## config.mk

```make
export PLATFORM = sky130hd
export DESIGN_NAME = ofp_offset_prog
export DESIGN_NICKNAME = d
export VERILOG_FILES = /design/src/rtl/ofp_pkg.sv /design/src/rtl/ofp_mode_latch.sv /design/src/rtl/ofp_ready_seq.sv /design/src/rtl/ofp_offset_ctrl.sv /design/src/rtl/ofp_offset_prog.sv
export SDC_FILE = /design/constraint.sdc
export NUM_CORES = 1
export LEC_CHECK = 0
export BUFFER_PORTS_ARGS = -buffer_cell sky130_fd_sc_hd__buf_2
export CAP_MARGIN = 20
export CORE_MARGIN = 2
export CORE_UTILIZATION = 40
export DETAILED_ROUTE_END_ITERATION = 8
export GPL_TIMING_DRIVEN = 0
export PLACE_DENSITY = 0.67
export SLEW_MARGIN = 5
export SYNTH_ARGS = -nofsm -noshare
export SYNTH_HDL_FRONTEND = slang
export SYNTH_HIERARCHICAL = 1
export SYNTH_SLANG_ARGS = --single-unit
```

## constraint.sdc

```tcl
create_clock -name clk -period 3 [get_ports clk]
set_clock_uncertainty 0.1 [all_clocks]
set_input_delay 0.15 -clock clk [delete_from_list [all_inputs] [get_ports clk]]
set_output_delay 0.15 -clock clk [all_outputs]
set_load 0.05 [all_outputs]
```

## src/rtl/ofp_pkg.sv

```systemverilog
package ofp_pkg;

  typedef enum logic [1:0] {
    ST_IDLE   = 2'd0,
    ST_WAIT_Y = 2'd1,
    ST_WAIT_X = 2'd2,
    ST_DONE   = 2'd3
  } ofp_state_e;

  typedef enum logic [1:0] {
    SRC_ZERO     = 2'd0,
    SRC_PRESET   = 2'd1,
    SRC_PARALLEL = 2'd2
  } ofp_src_e;

  // How the offsets are sourced, from the program-mode bit and flag-select.
  function automatic ofp_src_e src_of(input logic prog, input logic [1:0] fsel);
    if (!prog)          return SRC_ZERO;
    else if (fsel == 0) return SRC_PARALLEL;
    else                return SRC_PRESET;
  endfunction

  // Preset picked by a nonzero flag-select code.
  function automatic int unsigned preset_value(input logic [1:0] fsel,
                                               input int unsigned p_lo,
                                               input int unsigned p_mid,
                                               input int unsigned p_hi);
    case (fsel)
      2'b01:   return p_lo;
      2'b10:   return p_mid;
      2'b11:   return p_hi;
      default: return 0;
    endcase
  endfunction

endpackage

```

## src/rtl/ofp_mode_latch.sv

```systemverilog
module ofp_mode_latch (
  input  logic       clk,
  input  logic       mrst_n,
  input  logic       pin_prog,
  input  logic [1:0] pin_fsel,
  output logic       lat_prog,
  output logic [1:0] lat_fsel
);
  // Follows the pins while master reset is held; frozen afterwards.
  always_ff @(posedge clk) begin
    if (!mrst_n) begin
      lat_prog <= pin_prog;
      lat_fsel <= pin_fsel;
    end
  end
endmodule

```

## src/rtl/ofp_ready_seq.sv

```systemverilog
module ofp_ready_seq #(
  parameter int unsigned READY_DLY = 2
) (
  input  logic clk,
  input  logic mrst_n,
  input  logic prst_n,
  output logic in_ready
);
  localparam int unsigned CW = $clog2(READY_DLY + 1);
  localparam logic [CW-1:0] CMAX = CW'(READY_DLY);

  logic [CW-1:0] cnt_q;

  always_ff @(posedge clk) begin
    if (!mrst_n || !prst_n)  cnt_q <= '0;
    else if (cnt_q != CMAX)  cnt_q <= cnt_q + 1'b1;
  end

  // Gated by the live reset pins so a write on a reset edge is never taken.
  assign in_ready = (cnt_q == CMAX) && mrst_n && prst_n;
endmodule

```

## src/rtl/ofp_offset_ctrl.sv

```systemverilog
module ofp_offset_ctrl
  import ofp_pkg::*;
#(
  parameter int unsigned DW        = 16,
  parameter int unsigned OW        = 12,
  parameter int unsigned PRESET_LO  = 16,
  parameter int unsigned PRESET_MID = 8,
  parameter int unsigned PRESET_HI  = 64
) (
  input  logic          clk,
  input  logic          mrst_n,
  input  logic          pin_prog,
  input  logic [1:0]    pin_fsel,
  input  logic          lat_prog,
  input  logic [1:0]    lat_fsel,
  input  logic          acc_wr,
  input  logic [DW-1:0] wr_data,
  output logic [OW-1:0] off_x,
  output logic [OW-1:0] off_y,
  output logic          prog_done,
  output logic          y_load_evt,
  output logic          x_load_evt
);
  localparam int unsigned NSLOT = 2;   // slot 0 = Y (loaded first), slot 1 = X

  ofp_state_e st_q, st_d;
  logic [OW-1:0] init_val;
  logic [OW-1:0] wr_field;
  logic [OW-1:0] slot_q  [NSLOT];
  logic [NSLOT-1:0] slot_ld;

  assign wr_field = wr_data[OW-1:0];
  assign init_val = (src_of(pin_prog, pin_fsel) == SRC_PRESET)
                  ? OW'(preset_value(pin_fsel, PRESET_LO, PRESET_MID, PRESET_HI))
                  : '0;

  assign slot_ld[0] = acc_wr && (st_q == ST_WAIT_Y);
  assign slot_ld[1] = acc_wr && (st_q == ST_WAIT_X);

  always_comb begin
    st_d = st_q;
    case (st_q)
      ST_IDLE:   st_d = (src_of(lat_prog, lat_fsel) == SRC_PARALLEL) ? ST_WAIT_Y : ST_DONE;
      ST_WAIT_Y: if (acc_wr) st_d = ST_WAIT_X;
      ST_WAIT_X: if (acc_wr) st_d = ST_DONE;
      default:   st_d = ST_DONE;
    endcase
  end

  always_ff @(posedge clk) begin
    if (!mrst_n) st_q <= ST_IDLE;
    else         st_q <= st_d;
  end

  for (genvar i = 0; i < NSLOT; i++) begin : g_slot
    always_ff @(posedge clk) begin
      if (!mrst_n)         slot_q[i] <= init_val;
      else if (slot_ld[i]) slot_q[i] <= wr_field;
    end
  end

  assign off_y      = slot_q[0];
  assign off_x      = slot_q[1];
  assign prog_done  = (st_q == ST_DONE);
  assign y_load_evt = slot_ld[0];
  assign x_load_evt = slot_ld[1];
endmodule

```

## src/rtl/ofp_offset_prog.sv

```systemverilog
module ofp_offset_prog #(
  parameter int unsigned DW         = 16,
  parameter int unsigned OW         = 12,
  parameter int unsigned PRESET_LO  = 16,
  parameter int unsigned PRESET_MID = 8,
  parameter int unsigned PRESET_HI  = 64,
  parameter int unsigned READY_DLY  = 2
) (
  input  logic          clk,
  input  logic          mrst_n,
  input  logic          prst_n,
  input  logic          cfg_prog,
  input  logic [1:0]    cfg_fsel,
  input  logic          wr_en,
  input  logic [DW-1:0] wr_data,
  output logic [OW-1:0] off_x,
  output logic [OW-1:0] off_y,
  output logic          wr_store,
  output logic          in_ready,
  output logic          prog_done
);
  logic       lat_prog;
  logic [1:0] lat_fsel;
  logic       acc_wr;
  logic       y_load_evt;
  logic       x_load_evt;

  ofp_mode_latch u_latch (
    .clk      (clk),
    .mrst_n   (mrst_n),
    .pin_prog (cfg_prog),
    .pin_fsel (cfg_fsel),
    .lat_prog (lat_prog),
    .lat_fsel (lat_fsel)
  );

  ofp_ready_seq #(.READY_DLY(READY_DLY)) u_ready (
    .clk      (clk),
    .mrst_n   (mrst_n),
    .prst_n   (prst_n),
    .in_ready (in_ready)
  );

  assign acc_wr = wr_en && in_ready;

  ofp_offset_ctrl #(
    .DW(DW), .OW(OW),
    .PRESET_LO(PRESET_LO), .PRESET_MID(PRESET_MID), .PRESET_HI(PRESET_HI)
  ) u_ctrl (
    .clk        (clk),
    .mrst_n     (mrst_n),
    .pin_prog   (cfg_prog),
    .pin_fsel   (cfg_fsel),
    .lat_prog   (lat_prog),
    .lat_fsel   (lat_fsel),
    .acc_wr     (acc_wr),
    .wr_data    (wr_data),
    .off_x      (off_x),
    .off_y      (off_y),
    .prog_done  (prog_done),
    .y_load_evt (y_load_evt),
    .x_load_evt (x_load_evt)
  );

  assign wr_store = acc_wr && prog_done;
endmodule

```

# --- Word level (Yosys, flattened, before mapping) ---
# Memory sizes are Yosys's and may differ from the RTL's.
# Cells that the tools add are included.
word_totals:
  ramBits: 24
  elab_cells: 53
  ff_bits: 7
  n_memories: 1
op_classes:
  n_eq_ne: 12
  bitwise_logic: 2
  addsub: 1
  n_mux: 20
  n_reduce_logical: 13
mem_list:
  columns: ["name", "words", "width", "read_ports", "rd_ports_with_merged_regs", "wr", "line", "rtl"]
  rows:
  - ["u_ctrl.slot_q", 2, 12, 2, 0, 2, "ofp_offset_ctrl.sv:29", "logic [OW-1:0] slot_q [NSLOT];"]
op_table:
  columns: ["cell", "n"]
  rows:
  - ["$mux 12", 2]
  - ["$pmux 7 s3", 1]
  - ["$mux 2", 8]
  - ["$eq 2x2->1 const B", 6]
  - ["$mux 1", 7]
  - ["$mux 7", 1]
  - ["$eq 2x1->1 const B", 3]
  - ["$logic_and 1x1->1", 6]
  - ["$logic_not 2->1", 3]
  - ["$ne 2x2->1 const B", 3]
  - ["$pmux 2 s3", 1]
  - ["$add 2x1->2 const B", 1]
  - ["$logic_not 1->1", 2]
  - ["$or 1x1->1", 2]
  - ["$reduce_and 2->1", 1]
  - ["$logic_or 1x1->1", 1]

# --- Depth between registers and ports, before layout ---
# Gate-level depths: netlist (run 1).
logic_depth:
  word_depth: 9
  mapped_depth: 7
  depth_no_buf: 6

# --- By module ---
# Netlist (run 1), hierarchy kept.
by_module_without_submodules:
  columns: ["module", "area_per_inst_um2", "instances", "cells_each", "seq_area_each_um2"]
  rows:
  - ["ofp_offset_ctrl", 1112.3, 1, 69, 760.7]
  - ["ofp_ready_seq", 98.8, 1, 11, 40.0]
  - ["ofp_mode_latch", 93.8, 1, 4, 90.1]
  - ["ofp_offset_prog", 12.5, 1, 2, 0.0]

# --- Worst setup path after synthesis (run 1) ---
# No wires, ideal clock.
synth_path:
  path_type: "register to register"
  start: "reg u_ready.cnt_q[0]"
  end: "mem u_ctrl.slot_q[1][0], enable pin"
  stages_incl_launch_ff: 7
  period_less_slack_ns: 2.628
  t_required_ns: 2.502
  arrival_ns: 2.131
  setup_ns: 0.398
  slack_ns: 0.372
  path_cell_list: "dfxtp_1 > inv_1 > ha_1 > and3_2 > and2_1 > nand2_1 > o21ai_0"
synth_lines:
  columns: ["element", "line", "rtl"]
  rows:
  - ["start: declaration", "ofp_ready_seq.sv:12", "logic [CW-1:0] cnt_q;"]
  - ["start signal: assignment", "ofp_ready_seq.sv:16", "else if (cnt_q != CMAX) cnt_q <= cnt_q + 1'b1;"]
  - ["end: declaration", "ofp_offset_ctrl.sv:29", null]

==> results of run 1 <==
-- cell usage in the layout (no fill, tap or decap) --
cell,n
and3_1,3
and2_2,10
o21ai_1,1
clkinv_2,1
or3b_1,3
mux2_4,2
dfxtp_1,4
clkinv_1,1
and4b_4,2
and3b_1,2
mux2_2,4
ha_1,1
nand3b_1,1
a21oi_2,1
or2_1,1
and3_2,1
buf_2,45
o311a_2,1
xor2_1,1
nor2_1,1
edfxtp_1,27
clkbuf_4,5
bufinv_16,1
inv_1,2
and2_1,10
dlygate4sd3_1,6
nand2_1,4
buf_6,3
-- through the flow --
step	setup slack (ns)	std cells	hold slack (ns)	power [mW]
floorplan	0.3938	84	0.1489	0.5779
global placement	0.1031	173	0.2583	0.6096
detailed placement	0.9160	174	0.2601	0.6134
CTS	0.9132	187	0.0001205	0.9256
global route	0.8039	188	0.005737	0.9500
finish	0.9303	188	0.01474	0.9138
-- registers in the layout, indices dropped and copies added (netlist names) --
register          count
u_ready/cnt_q         2
u_ctrl/slot_q        24
u_ctrl/st_q           2
u_latch/lat_prog      1
u_latch/lat_fsel      2
-- metal layers --
metal / track usage (%) / vias to the layer above / share of wire (%) / wire length [microns]
met5: 0 / - / 0 / 0
met4: 5.590 / 0 / 0.98 / 22
met3: 6.723 / 5 / 10 / 225
met2: 23.40 / 37 / 51 / 1155
met1: 11.61 / 402 / 38 / 846
li1: - / 423 / - / -
-- worst min path at each step --
| stage | slack [ns] | end | from | cells past startpoint |
|---|---|---|---|---|
| global placement | 0.26 | u_latch/lat_fsel[0] | cfg_fsel[0] | 1 |
| global route | 0.006 | u_ctrl/slot_q[0][0] | wr_data[0] | 2 |
| detailed placement | 0.26 | u_latch/lat_fsel[0] | cfg_fsel[0] | 1 |
| CTS | 0.0001 | u_ctrl/slot_q[0][11] | wr_data[11] | 2 |
| finish | 0.01 | u_ctrl/slot_q[0][2] | wr_data[2] | 2 |
| floorplan | 0.15 | u_latch/lat_fsel[0] | cfg_fsel[0] | 0 |
-- cell type report --
class / count / area share, %
Buffer: 2 / 1.296
Clock buffer: 5 / 2.160
Clock inverter: 3 / 2.232
Inverter: 2 / 0.4320
Multi-Input combinational cell: 49 / 22.39
Sequential cell: 31 / 51.26
Tap cell: 44 / 3.168
Timing Repair Buffer: 52 / 17.06
-- what timing repair did --
| action | in CTS | in global routing |
|---|---|---|
| setup endpoints to repair | 0 | 0 |
| hold buffers | 5 | 1 |
| endpoints found under the hold margin | 5 | 1 |
-- power by group through the flow --
stage	sequential (mW)	clock, mW	combinational, mW
after floorplan	0.552	0	0.0263
after global placement	0.505	0	0.104
after detailed placement	0.506	0	0.108
after CTS	0.496	0.317	0.113
after global routing	0.498	0.332	0.120
final	0.495	0.306	0.113
==> impl_metrics.yaml, run 1 <==
critical_path:
  slowest_stage: "dfxtp_1"
  worst-path-buf-inv: 2
  cp.depth: 7
  critPathRequiredTime_ns: 2.98
  arrival_ns: 2.05
  slowest_delay_ns: 0.33
  worstSetupStartpointType: "flop"
  endpoint_kind: "flop"
  crit_fanout: 10
  crit_path_end: "u_ctrl/slot_q[0][6]"
  r2r-start: "u_ready/cnt_q[0]"
  cp-startpoint: "u_ready/cnt_q[0]"
  r2r_setup_slack_ns: 0.93
  ff2ff_path_depth: 7
  timing.rr.end: "u_ctrl/slot_q[0][6]"
  crit_type: "flop to flop"
  crit_family: "simple AND/OR/NAND/NOR gates"
  critical_path.cell_chain: "inv_1 -> ha_1 -> and3_2 -> and2_1 -> and4b_4 -> buf_6 -> mux2_4"
global_routing:
  grt_pass1_wl_mm: 3.325
  grt_pass1_vias: 809
  overflow: 0
  grt_start_max_net_pins: 13
  antenna_found_initial: 0
  grt_use_total_pct: 12.79
placement:
  dp_hpwl_mm: 1.726
  gp_congestion: 0.7267
  place_area_sq_um: 1602
  io_buffers: 45
floorplanning:
  coreArea_sq_um: 3078
  die-area_sq_um: 3749
  start_util_pct: 42.56
  die_height_microns: 61.23
  rows: 20
  die_w_microns: 61.23
  ios: 50
synth:
  syn_area_sq_um: 1310
  avgSynthCellArea_sq_um: 15.60
  synth_nets: 108
  ys_warn_count: 6
  synthCells: 84
timing:
  relSlewSlack_pct: 65.05
  tightest_slew_ns: 0.5230
  setup-violations-final: 0
  maxSlewViolCount: 0
  fmax_mhz: 483.2
  grt_setup_unrepaired: "no"
  fin_crit_ns: 2.070
  hold_violations: 0
  tns_ns: 0
  fin_crit_sh_pct: 68.99
clock_tree:
  post-cts-setup-buffers: 0
  htree_levels: 2
  ctsRootBufferMaster: "clkbuf_4"
  clk_latency_ns: 0.32
  cts.clk_slew.worst_paths_ns: 0.09
  cts_buffers: 5
  cts_tree: "built"
  clock_sinks: 31
  cts_buffer_depth: 2
  cts.repair.resized: 0
layout:
  final_util_pct: 56.46
  n_antenna_cell: 0
  area_growth_pct: 32.67
  register_area_sq_um: 890.9
  fillers: 274
  multi_input_area_sq_um: 389.1
  post-route-cell-area_sq_um: 1738
  drive_gt1_share_pct: 52.78
  layout.nets: 167
pwr:
  p_leak_nw: 0.7843
  powerDensity_nw_per_um2: 525.8
  combinationalPowerShare_pct: 12.3
  clkPwrFrac_pct: 33.5
  internal_power_uw: 695.2
  power.switching_uw: 218.6
  swShare_pct: 23.92
  ir_drop_mv: 0.3080
  power_frac_seq_pct: 54.2
drt:
  drt_iter0_markers: 12
  totalWireLength_mm: 2.249
  vias: 867
  dr.pass1.iters: 4
  post_drt_wl_per_cell_microns: 11.96
  drc_errors: 0
  ant_nets: 0
  via_per_inst: 4.612
job:
  maxCapViolations: 0
status:
  outcome: "completed"
min_path:
  hold_class: "input port to flop"
(Power assumes the default switching activity.)
==> inputs of run 2 (changes only) <==
Clock period 3 ns to 2.1 ns, I/O delays scaled along.
==> run 2 against run 1 <==
  * Worst hold slack improved by 0.20 ns
  * Global-route usage rose by 1.2 points
  * Largest cell class unchanged
  * Die area did not move
  * Routed wire length rose by 5.8%
  * Fmax rose by 2.8%
  * Setup slack got worse by 0.84 ns
  * Highest routed layer unchanged
  * Via count rose by 1.7%
  * Critical path type unchanged
  * Sequential power rose by 43%
==> impl_metrics.yaml, run 2 (synthesized netlist as in run 1, its figures left out) <==
drt:
  totalWireLength_mm: 2.380
  drt_iter0_markers: 7
  ant_nets: 0
  dr.pass1.iters: 4
  post_drt_wl_per_cell_microns: 12.02
  vias: 882
  drc_errors: 0
  via_per_inst: 4.455
floorplanning:
  start_util_pct: 42.56
  die-area_sq_um: 3749
  die_height_microns: 61.23
  rows: 20
  coreArea_sq_um: 3078
  ios: 50
  die_w_microns: 61.23
timing:
  fin_ws_ns: 0.08687
  setup-violations-final: 0
  maxSlewViolCount: 0
  hold_slack_ns: 0.2187
  tightest_slew_ns: 0.5194
  fmax_mhz: 496.7
  hold_violations: 0
  fin_crit_sh_pct: 95.86
  relSlewSlack_pct: 65.29
  fin_crit_ns: 2.013
  tns_ns: 0
  grt_setup_unrepaired: "no"
clock_tree:
  post-cts-setup-buffers: 0
  cts_tree: "built"
  clk_latency_ns: 0.32
  clock_sinks: 31
  ctsRootBufferMaster: "clkbuf_4"
  cts_buffers: 5
  cts_buffer_depth: 2
  cts.clk_slew.worst_paths_ns: 0.09
  htree_levels: 2
min_path:
  hold_class: "input port to flop"
  min-delay-start: "wr_en"
critical_path:
  worst-path-buf-inv: 2
  cp-startpoint: "u_ready/cnt_q[0]"
  slowest_delay_ns: 0.33
  critPathRequiredTime_ns: 2.08
  worstSetupStartpointType: "flop"
  r2r-start: "u_ready/cnt_q[0]"
  crit_fanout: 10
  slowest_stage: "dfxtp_1"
  critical_path.cell_chain: "inv_1 -> ha_2 -> and3_4 -> and2_2 -> and4b_4 -> buf_6 -> mux2_4"
  crit_family: "simple AND/OR/NAND/NOR gates"
  endpoint_kind: "flop"
  arrival_ns: 1.99
  crit_type: "flop to flop"
layout:
  layout.nets: 177
  area_growth_pct: 40.40
  mostFrequentLayoutCell: "buf_2"
  n_antenna_cell: 0
  largest_reg_flops: 24
  regMostFlops: "u_ctrl/slot_q"
  mostFrequentLayoutCells: "buf_2, edfxtp_1, dlygate4sd3_1"
  drive_gt1_share_pct: 50.65
  final_util_pct: 59.76
placement:
  dp_hpwl_mm: 1.647
  gp_congestion: 0.6907
  place_ws_ns: 0.006158
  io_buffers: 45
pwr:
  ir_drop_mv: 0.4237
  powerDensity_nw_per_um2: 673.7
  p_leak_nw: 0.8169
global_routing:
  grt_pass1_vias: 864
  grt_use_total_pct: 14.02
  grt_pass1_wl_mm: 3.622
  grt_start_max_net_pins: 13
  antenna_found_initial: 0
  overflow: 0
status:
  outcome: "completed"
job:
  maxCapViolations: 0
## run 2: final timing paths
check	end	slack (ns)	depth (start not counted)
min reg2reg	u_ready/cnt_q[1]	0.39	2
min	u_ctrl/st_q[0]	0.22	4
max reg2reg	u_ctrl/slot_q[1][6]	0.09	7
max	u_ctrl/slot_q[1][6]	0.09	7
## run 2: metrics by stage
| stage | instance area [sq um] | cells | total power, mW |
|---|---|---|---|
| after floorplan | 1318 | 84 | 0.8263 |
| after global routing | 1839 | 198 | 1.289 |
| after detailed placement | 1598 | 173 | 0.8752 |
| after global placement | 1598 | 173 | 0.8720 |
| final | 1839 | 198 | 1.239 |
| after CTS | 1836 | 198 | 1.256 |
## run 2: metal layers
metal  GRT usage (%)  vias up  routed length (microns)
li1                -      444                        -
met5               0        -                        0
met3           6.303        5                      170
met2           24.77       34                     1200
met4           6.211        0                       42
met1           14.15      399                      967
## run 2: what timing repair did
action | in CTS | in global routing
gates resized for setup | 1 | 2
hold buffers | 17 | 0
endpoints found under the setup margin | 3 | 14
hold endpoints to repair | 29 | 0
## run 2: layout make-up
cell class / count / area [sq um]
Buffer: 2 / 22.52
Clock buffer: 7 / 55.05
Clock inverter: 1 / 5.005
Fill cell: 261 / 1239
Inverter: 2 / 7.507
Multi-Input combinational cell: 49 / 407.9
Sequential cell: 31 / 890.9
Tap cell: 44 / 55.05
Timing Repair Buffer: 62 / 395.4
## run 2: tightest hold or removal path, delay by kind of cell
kind / cells / cell delay [ns]
buf+inv: 1 / 0.08
simple gates: 3 / 0.43
## run 2: report_power, final
| group | switching [mW] | internal, mW | leakage (nW) |
|---|---|---|---|
| clock network | 0.192 | 0.162 | 0.0353 |
| logic | 0.111 | 0.0648 | 0.471 |
| registers | 0.0126 | 0.696 | 0.311 |
| total | 0.316 | 0.923 | 0.817 |
==> inputs of run 3 (changes only) <==
Settings changed: REMOVE_ABC_BUFFERS from default to 1.
==> run 3 against run 2 <==
  * First-iteration DRC count increased to 3.1 times the previous value
  * Power increased by 7.4%
  * Worst hold slack improved by 0.064 ns
  * Critical path depth decreased by 1
  * Critical path type unchanged
  * Sequential power about the same
  * Via count increased by 2.7%
  * Setup slack improved by 0.011 ns
  * Sequential share of layout area decreased by 0.36 points
  * Die area unchanged
  * Utilization increased by 0.45 points
==> impl_metrics.yaml, run 3 (synthesized netlist as in run 1, its figures left out) <==
drt:
  vias: 906
  ant_nets: 0
  drc_errors: 0
  dr.pass1.iters: 4
  totalWireLength_mm: 2.483
  via_per_inst: 4.530
  drt_iter0_markers: 22
  post_drt_wl_per_cell_microns: 12.42
clock_tree:
  ctsRootBufferMaster: "clkbuf_4"
  clock_sinks: 31
  htree_levels: 2
  cts_buffer_depth: 2
  cts_tree: "built"
  clk_latency_ns: 0.33
  cts.clk_slew.worst_paths_ns: 0.09
  cts_buffers: 5
floorplanning:
  coreArea_sq_um: 3078
  die-area_sq_um: 3749
  start_util_pct: 42.56
  die_w_microns: 61.23
  rows: 20
  ios: 50
  die_height_microns: 61.23
layout:
  final_util_pct: 60.20
  mostFrequentLayoutCell: "buf_2"
  regMostFlops: "u_ctrl/slot_q"
  drive_gt1_share_pct: 50.00
  area_growth_pct: 41.45
  post-route-cell-area_sq_um: 1853
  largest_reg_flops: 24
  mostFrequentLayoutCells: "buf_2, edfxtp_1, dlygate4sd3_1"
  n_antenna_cell: 0
  final_cells: 200
  layout.nets: 179
global_routing:
  grt_start_max_net_pins: 13
  grt_pass1_vias: 848
  grt_pass1_wl_mm: 3.691
  overflow: 0
  grt_use_total_pct: 14.60
  antenna_found_initial: 0
pwr:
  p_leak_nw: 0.8315
  powerDensity_nw_per_um2: 718.3
  ir_drop_mv: 0.4082
  p_total_mw: 1.331
critical_path:
  timing.rr.end: "u_ctrl/slot_q[0][4]"
  crit_type: "flop to flop"
  crit_family: "simple AND/OR/NAND/NOR gates"
  arrival_ns: 1.99
  crit_fanout: 6
  worstSetupStartpointType: "flop"
  critical_path.cell_chain: "inv_1 -> ha_1 -> and3_2 -> and2_1 -> and4b_4 -> mux2_2"
  slowest_stage: "mux2_2"
  critPathRequiredTime_ns: 2.09
  slowest_delay_ns: 0.34
  endpoint_kind: "flop"
  ff2ff_path_depth: 6
  r2r-start: "u_ready/cnt_q[0]"
  worst-path-buf-inv: 1
  r2r_setup_slack_ns: 0.1
placement:
  dp_hpwl_mm: 1.699
  io_buffers: 45
  place_area_sq_um: 1575
  place_ws_ns: 0.00003952
  dp.cells: 172
  gp_congestion: 0.6869
timing:
  hold_violations: 0
  tns_ns: 0
  fin_ws_ns: 0.09793
  setup-violations-final: 0
  grt_setup_unrepaired: "no"
  maxSlewViolCount: 0
  fin_crit_sh_pct: 95.34
  fin_crit_ns: 2.002
  hold_slack_ns: 0.2822
  relSlewSlack_pct: 78.20
  tightest_slew_ns: 0.3259
  fmax_mhz: 499.5
status:
  outcome: "completed"
min_path:
  hold_end: "u_ctrl/st_q[0]"
  min-delay-start: "wr_en"
  hold_class: "input port to flop"
  worstHoldPathCells: 4
job:
  maxCapViolations: 0
## run 3: layout make-up
cell class | instances | area (sq um)
inverters | 2 | 7.507
repair buffers | 66 | 427.9
clock inverters | 3 | 38.79
flip-flops and latches | 31 | 890.9
well taps | 44 | 55.05
multi-input cells | 49 | 395.4
fillers | 264 | 1225
clock buffers | 5 | 37.54
## run 3: worst register-to-register path: stages, from the launching register on
cell and delay (ns):
dfxtp_1 0.33, inv_1 0.06, ha_1 0.21, and3_2 0.21
and2_1 0.22, and4b_4 0.31, mux2_2 0.34
## run 3: how the worst max path moves through the flow
stage	start	end	slack, ns	cells past startpoint
2_1_floorplan	u_ready/cnt_q[0]	u_ctrl/slot_q[1][0]	-0.51	6
3_3_place_gp	u_ready/cnt_q[0]	u_ctrl/slot_q[1][2]	-0.78	6
3_5_place_dp	u_ready/cnt_q[0]	u_ctrl/slot_q[0][4]	0.00004	6
4_1_cts	u_ready/cnt_q[0]	u_ctrl/slot_q[0][11]	0.03	6
5_1_grt	u_ready/cnt_q[0]	u_ctrl/slot_q[1][3]	0.03	6
6_report	u_ready/cnt_q[0]	u_ctrl/slot_q[0][4]	0.1	6
## run 3: what timing repair did
action                                  4_1_cts  5_1_grt
resized for setup                             0        2
pin swaps                                     2        0
endpoints found under the setup margin        2       22
buffers inserted                              2        0
hold buffers                                 18        0
endpoints found under the hold margin        30        0
## run 3: power breakdown
group | switching [mW] | internal, mW
clock | 0.199 | 0.245
sequential | 0.0123 | 0.696
combinational | 0.112 | 0.0665
## run 3: layer usage
layer | wire length [microns] | share of wire (%) | vias up | GRT usage [%]
li1 | - | - | 447 | -
met4 | 42 | 1.7 | 0 | 6.522
met1 | 992 | 40 | 418 | 14.69
met5 | 0 | 0 | - | 0
met3 | 193 | 7.8 | 5 | 6.933
met2 | 1255 | 51 | 36 | 25.53
